### config.mk
export PLATFORM = sky130hd
export DESIGN_NAME = hwmon_regport
export DESIGN_NICKNAME = d
export VERILOG_FILES = /design/src/rtl/hwmon_regport_pkg.sv /design/src/rtl/hwmon_regport_index.sv /design/src/rtl/hwmon_regport_array.sv /design/src/rtl/hwmon_regport_readmux.sv /design/src/rtl/hwmon_regport.sv
export SDC_FILE = /design/constraint.sdc
export NUM_CORES = 2
export LEC_CHECK = 0
export BUFFER_PORTS_ARGS = -buffer_cell sky130_fd_sc_hd__buf_2
export CAP_MARGIN = 30
export CORE_ASPECT_RATIO = 1.5
export CORE_MARGIN = 5
export CORE_UTILIZATION = 46
export CTS_CLUSTER_SIZE = 10
export DETAILED_ROUTE_END_ITERATION = 12
export GPL_TIMING_DRIVEN = 0
export HOLD_SLACK_MARGIN = 0.15
export PLACE_DENSITY_LB_ADDON = 0.08
export SYNTH_ARGS = -nofsm -noshare
export SYNTH_HDL_FRONTEND = slang
export SYNTH_SLANG_ARGS = --single-unit
### constraint.sdc
create_clock -name clk -period 6.3 [get_ports clk]
set_clock_uncertainty 0.15 [all_clocks]
set_input_delay 1.26 -clock clk [delete_from_list [all_inputs] [get_ports clk]]
set_output_delay 1.26 -clock clk [all_outputs]
set_load 0.005 [all_outputs]
### src/rtl/hwmon_regport_pkg.sv
package hwmon_regport_pkg;
  localparam logic [2:0] OFF_IDX  = 3'd5;
  localparam logic [2:0] OFF_DATA = 3'd6;
  localparam logic [7:0] A_CFG    = 8'h40;
  localparam logic [7:0] A_BUSADR = 8'h48;
  localparam logic [7:0] A_BANK   = 8'h4E;
  localparam logic [7:0] A_VID    = 8'h4F;
  localparam logic [7:0] VID_HI   = 8'h5C;
  localparam logic [7:0] VID_LO   = 8'hA3;

  function automatic logic is_ro(input logic [7:0] a);
    return (a <= 8'h05) || (a >= 8'h20 && a <= 8'h2A) || a == 8'h41 || a == 8'h42 ||
           a == 8'h4F || a == 8'h58 || (a >= 8'h60 && a <= 8'h6A) ||
           (a >= 8'h80 && a <= 8'h85);
  endfunction

  function automatic logic is_autoinc(input logic [7:0] a);
    return a == 8'h41 || a == 8'h43 || a == 8'h45 || a == 8'h56 ||
           (a >= 8'h60 && a <= 8'h93);
  endfunction

  function automatic logic [7:0] alias_of(input logic [7:0] a);
    return (a >= 8'h60 && a <= 8'h94) ? (a & 8'h3F) : a;
  endfunction

  function automatic logic is_paged(input logic [7:0] a);
    return a[7:3] == 5'b01010;
  endfunction

  function automatic logic [7:0] rst_val(input logic [7:0] a, input logic [7:0] busadr);
    case (a)
      8'h40:   return 8'h08;
      8'h46:   return 8'h40;
      8'h47:   return 8'h50;
      8'h48:   return busadr;
      8'h49:   return 8'h02;
      8'h4E:   return 8'h80;
      default: return (a >= 8'hC0 && a <= 8'hDF) ? 8'hFF : 8'h00;
    endcase
  endfunction
endpackage

### src/rtl/hwmon_regport_index.sv
module hwmon_regport_index
  import hwmon_regport_pkg::*;
#(
  parameter int IDX_W = 7
) (
  input  logic             clk,
  input  logic             rst_n,
  input  logic             idx_load,
  input  logic [7:0]       load_val,
  input  logic             data_acc,
  input  logic             bank_zero,
  output logic [IDX_W-1:0] idx
);
  logic step;
  assign step = data_acc && bank_zero && is_autoinc(8'(idx));

  always_ff @(posedge clk or negedge rst_n) begin
    if (!rst_n)        idx <= '0;
    else if (idx_load) idx <= load_val[IDX_W-1:0];
    else if (step)     idx <= idx + 1'b1;
  end
endmodule

### src/rtl/hwmon_regport_array.sv
module hwmon_regport_array
  import hwmon_regport_pkg::*;
#(
  parameter int         IDX_W    = 7,
  parameter logic [7:0] BUS_ADDR = 8'h2D
) (
  input  logic             clk,
  input  logic             rst_n,
  input  logic             wr_en,
  input  logic [IDX_W-1:0] wr_ptr,
  input  logic [7:0]       wdata,
  input  logic             bank_zero,
  input  logic [IDX_W-1:0] rd_addr,
  output logic [7:0]       rd_byte,
  output logic [7:0]       bank_byte
);
  localparam int DEPTH = 1 << IDX_W;

  logic [DEPTH*8-1:0] flat;
  logic [7:0]         eff;
  logic               allowed;
  logic               commit;
  logic               soft_rst;

  assign eff      = alias_of(8'(wr_ptr));
  assign allowed  = !is_ro(8'(wr_ptr)) && !(!bank_zero && is_paged(8'(wr_ptr)));
  assign commit   = wr_en && allowed;
  assign soft_rst = commit && eff == A_CFG && wdata[7];

  for (genvar g = 0; g < DEPTH; g++) begin : g_reg
    logic [7:0] q;
    always_ff @(posedge clk or negedge rst_n) begin
      if (!rst_n)
        q <= rst_val(8'(g), BUS_ADDR);
      else if (soft_rst)
        q <= (8'(g) == A_BUSADR) ? q : rst_val(8'(g), BUS_ADDR);
      else if (commit && eff == 8'(g))
        q <= wdata;
    end
    assign flat[g*8 +: 8] = q;
  end

  assign rd_byte   = flat[{rd_addr, 3'b000} +: 8];
  assign bank_byte = flat[A_BANK[IDX_W-1:0]*8 +: 8];
endmodule

### src/rtl/hwmon_regport_readmux.sv
module hwmon_regport_readmux
  import hwmon_regport_pkg::*;
#(
  parameter int IDX_W    = 7,
  parameter int NUM_VOLT = 7,
  parameter int MV_W     = 16
) (
  input  logic [2:0]                   off,
  input  logic [IDX_W-1:0]             idx,
  input  logic [7:0]                   bank_byte,
  input  logic [7:0]                   stored,
  input  logic [NUM_VOLT-1:0][MV_W-1:0] volt_mv,
  input  logic [7:0]                   temp0,
  output logic [7:0]                   rdata
);
  logic [7:0]      ptr;
  logic [7:0]      eff;
  logic [7:0]      data;
  logic [MV_W-1:0] vsel;

  assign ptr  = 8'(idx);
  assign eff  = alias_of(ptr);
  assign vsel = volt_mv[eff[2:0]];

  always_comb begin
    if (bank_byte[2:0] != 3'd0 && is_paged(ptr))  data = 8'h00;
    else if (eff >= 8'h20 && eff <= 8'h26)         data = vsel[4 +: 8];
    else if (eff == 8'h27)                         data = temp0;
    else if (ptr == A_VID)                         data = bank_byte[7] ? VID_HI : VID_LO;
    else                                           data = stored;
  end

  always_comb begin
    case (off)
      OFF_IDX:  rdata = ptr;
      OFF_DATA: rdata = data;
      default:  rdata = 8'hFF;
    endcase
  end
endmodule

### src/rtl/hwmon_regport.sv
module hwmon_regport
  import hwmon_regport_pkg::*;
#(
  parameter int         IDX_W    = 7,
  parameter int         NUM_VOLT = 7,
  parameter int         MV_W     = 16,
  parameter logic [7:0] BUS_ADDR = 8'h2D
) (
  input  logic                         clk,
  input  logic                         rst_n,
  input  logic [2:0]                   port_off,
  input  logic                         port_rd,
  input  logic                         port_wr,
  input  logic [7:0]                   port_wdata,
  output logic [7:0]                   port_rdata,
  input  logic [NUM_VOLT-1:0][MV_W-1:0] volt_mv,
  input  logic [7:0]                   temp0
);
  logic [IDX_W-1:0] idx_q;
  logic [IDX_W-1:0] rd_addr;
  logic [7:0]       stored;
  logic [7:0]       bank_byte;
  logic             bank_zero;
  logic             at_data;

  assign at_data   = port_off == OFF_DATA;
  assign bank_zero = bank_byte[2:0] == 3'd0;
  assign rd_addr   = alias_of(8'(idx_q))[IDX_W-1:0];

  hwmon_regport_index #(.IDX_W(IDX_W)) u_index (
    .clk      (clk),
    .rst_n    (rst_n),
    .idx_load (port_wr && port_off == OFF_IDX),
    .load_val (port_wdata),
    .data_acc (at_data && (port_rd || port_wr)),
    .bank_zero(bank_zero),
    .idx      (idx_q)
  );

  hwmon_regport_array #(.IDX_W(IDX_W), .BUS_ADDR(BUS_ADDR)) u_array (
    .clk      (clk),
    .rst_n    (rst_n),
    .wr_en    (port_wr && at_data),
    .wr_ptr   (idx_q),
    .wdata    (port_wdata),
    .bank_zero(bank_zero),
    .rd_addr  (rd_addr),
    .rd_byte  (stored),
    .bank_byte(bank_byte)
  );

  hwmon_regport_readmux #(.IDX_W(IDX_W), .NUM_VOLT(NUM_VOLT), .MV_W(MV_W)) u_readmux (
    .off      (port_off),
    .idx      (idx_q),
    .bank_byte(bank_byte),
    .stored   (stored),
    .volt_mv  (volt_mv),
    .temp0    (temp0),
    .rdata    (port_rdata)
  );
endmodule

==> impl_metrics.tcl <==
set metrics [dict create \
    h-tree-depth 3 \
    cts-buffers-inserted 88 \
    finalCriticalPeriod_ns 6.36 \
    nFillCells 7273 \
    synth_xor_area_share_pct 0.0915 \
    slew-limit-headroom_pct 24.5 \
    multiInputGateArea_mm2 0.0175 \
    cp-start-kind "register" \
    cp_top_family "buffers and inverters" \
    yosysWarningCount 0 \
    crit_top_cell "buf_2" \
    r2r-start "u_index.idx[0]" \
    grt_most_used_layer "met2" \
    reg2reg_to "u_array.g_reg[8].q[5]" \
    hp-class "reg -> reg" \
    avgViaCountPerCell 6.23 \
    critPathBufInv 6 \
    hold_path_end "u_array.g_reg[5].q[3]" \
    synth_cell_types 62 \
    setup_viol 4 \
    drive_above_1_share_pct 15.8 \
    met2_usage_pct 57.7 \
    synth_cells 3374 \
    setup-tns-final_ns -0.130 \
    synth_area_per_cell_um2 11.3 \
    synth_compound_area_share_pct 7.54 \
    grt_max_degree 130 \
    path_clk_slew_ns 0.06 \
    hold_buffers 0 \
    worstHoldPathCells 1 \
    synth-adder-area-share_pct 0.131 \
    final_net_count 3727 \
    path_class "reg -> out" \
    r2r_slack_ns 0.58 \
    dpl.hpwl_mm 121 \
    final_util_pct 52.7 \
    drt_iter0_markers 3012 \
    power_density_mw_per_mm2 316 \
    coreArea_mm2 0.0825 \
    critPathCaptureType "output pin" \
    pin_count 143 \
    grt_pass1_wl_mm 227 \
    synthesis.area_mm2 0.0383 \
    antenna_found_initial 4 \
    grtUsageTotal_pct 35.7 \
    slew_violations 0 \
    tightest_slew_ns 1.13 \
    cts_sinks 775 \
    synthMuxAreaShare_pct 25.0 \
    ant_nets 0 \
    rows 129 \
    arrival_ns 4.95 \
    fin_cells 4744 \
    drv_cap 0 \
    synthArstFlopShare_pct 100 \
    grtUsageMet3_pct 5.82 \
    violations "negative setup slack" \
    hold_viol 0 \
    place_inst 4609 \
    synthTopCellsByCount "765 x dfrtp_1, 650 x mux2i_1, 548 x nor2_1" \
    post_drt_wl_per_cell_um 34.0 \
    clk-insertion-delay-late_ns 0.66 \
    cp.required_ns 4.89 \
    die_h_um 363 \
    yosysSeqAreaShare_pct 50.7 \
    place_congestion 1.01 \
    crit_path_top_delay_cell "a22oi_1" \
    initial_core_util_pct 46.4 \
    postRouteWirelength_mm 161 \
    vias 29559 \
    ys.flop_type "dfrtp_1" \
    regArea_mm2 0.0194 \
    dr.pass1.iters 6 \
    fmax_mhz 157 \
    fin_crit_sh_pct 101 \
    synth_edf_count 0 \
    synth_top_family_by_area "multiplexers" \
    route.detailed.drc 0 \
    crit_chain "buf_2, buf_2, buf_2, buf_2, buf_16, mux4_2, a22oi_1, a41oi_1, nor4_2, o21ai_0, buf_2" \
    die_w_um 246 \
    ys_seq_elements 775 \
    dieArea_mm2 0.0892 \
    setup_slack_ns -0.0636 \
    synth_top_cell_area_share_pct 50.0 \
    whs_ns 0.330 \
    ys_top_cells_by_area "dfrtp_1 50%, mux2i_1 17%, mux4_2 7.8%" \
    port_buffers 78 \
    tritoncts "built" \
    root_buffer "clkbuf_16" \
    place_worst_setup_slack_ns -0.186 \
    use_met1_pct 43.4 \
    post-synth-top-area-cell "dfrtp_1" \
    min_from "u_array.g_reg[5].q[3]" \
    crit_fanout 10 \
    clock_path_buffers 3 \
    synth_nets 3513 \
    grt-ovfl-total 0 \
    status "finished with violations" \
    grt_pass1_vias 30399 \
    peakVddDrop_uv 231 \
    crit_path_max_incr_delay_ns 0.53 \
    startpoint "u_index.idx[2]" \
    synth.most_common_cell "dfrtp_1" \
    p_leak_uw 0.0226 \
    r2r_cells 15 \
    synthSimpleGateAreaFrac_pct 12.8 \
    rsz0062_at_grt "no" \
    syn2layout_area_growth_pct 13.7 \
]
-- cell usage in the layout, fill, tap and decap left out, types with 6 or more instances in the layout --
| master | instances |
|---|---|
| a22oi_1 | 122 |
| nor4_4 | 13 |
| buf_4 | 26 |
| nor3_4 | 8 |
| clkbuf_1 | 187 |
| nand4_1 | 15 |
| mux4_2 | 132 |
| buf_1 | 6 |
| a41oi_1 | 17 |
| and2_1 | 142 |
| mux2i_1 | 650 |
| clkbuf_16 | 90 |
| dfrtp_1 | 765 |
| dfstp_2 | 10 |
| a21o_1 | 8 |
| mux2_2 | 7 |
| buf_8 | 17 |
| inv_1 | 20 |
| a21oi_1 | 126 |
| buf_2 | 190 |
| nand2_1 | 146 |
| buf_6 | 15 |
| a31oi_1 | 9 |
| nor2_1 | 547 |
| nand4_2 | 9 |
| nand3_1 | 70 |
| buf_16 | 16 |
| o21ai_0 | 140 |
| nor2b_1 | 11 |
-- where the power goes --
part | total, µW | switching [µW] | internal, µW | leakage, µW
registers | 5350 | 140 | 5210 | 0.0107
clock network | 4710 | 2080 | 2630 | 0.00120
logic | 3700 | 2570 | 1130 | 0.0107
total | 13800 | 4790 | 8970 | 0.0226
-- through the flow --
step	power [µW]	instance area, µm²
2_1_floorplan	7260	38300
3_3_place_gp	8850	40100
3_5_place_dp	9030	40900
4_1_cts	13700	43400
5_1_grt	14100	43500
6_report	13800	43500
-- kinds of logic after synthesis --
family,Yosys count
adder cells (fa/ha/maj),4
multiplexers,789
buffers and inverters,328
XOR/XNOR,4
flip-flops,775
AO/OA/AOI/OAI,461
AND/OR/NAND/NOR,1013
-- metal layers --
metal | wire [µm] | vias to the layer above
met5 | 0 | -
met4 | 15000 | 0
met3 | 10700 | 457
met2 | 75800 | 1499
met1 | 59700 | 15278
li1 | - | 12325
-- worst max path at each step --
stage                        endpoint  slack, ns  cells after the start
4_1_cts                 port_rdata[3]       0.05                      9
5_1_grt                 port_rdata[3]      0.003                      9
3_3_place_gp   u_array.g_reg[30].q[5]     -12.34                      1
6_report                port_rdata[2]      -0.06                     11
2_1_floorplan           port_rdata[6]       2.45                      6
3_5_place_dp            port_rdata[1]      -0.19                     11
-- what timing repair did --
item,4_1_cts,5_1_grt
endpoints found under the setup margin,7,4
resized for setup,35,4
pin swaps,0,1
setup buffers,0,2
-- layout make-up --
type | count | share of cell area [%]
Sequential cell | 775 | 44.6
Multi-Input combinational cell | 2271 | 40.2
Clock buffer | 126 | 5.53
Buffer | 306 | 3.28
Tap cell | 1113 | 3.20
Timing Repair Buffer | 126 | 2.85
Inverter | 20 | 0.173
Clock inverter | 5 | 0.170
Antenna cell | 2 | 0.0115
-- sequential cells by signal (all words and copies together), names as in the netlist --
| signal | count |
|---|---|
| u_array.bank_byte | 8 |
| u_array.g.q | 760 |
| u_index.idx | 7 |
Note: power is estimated with default switching activity, not from simulation.
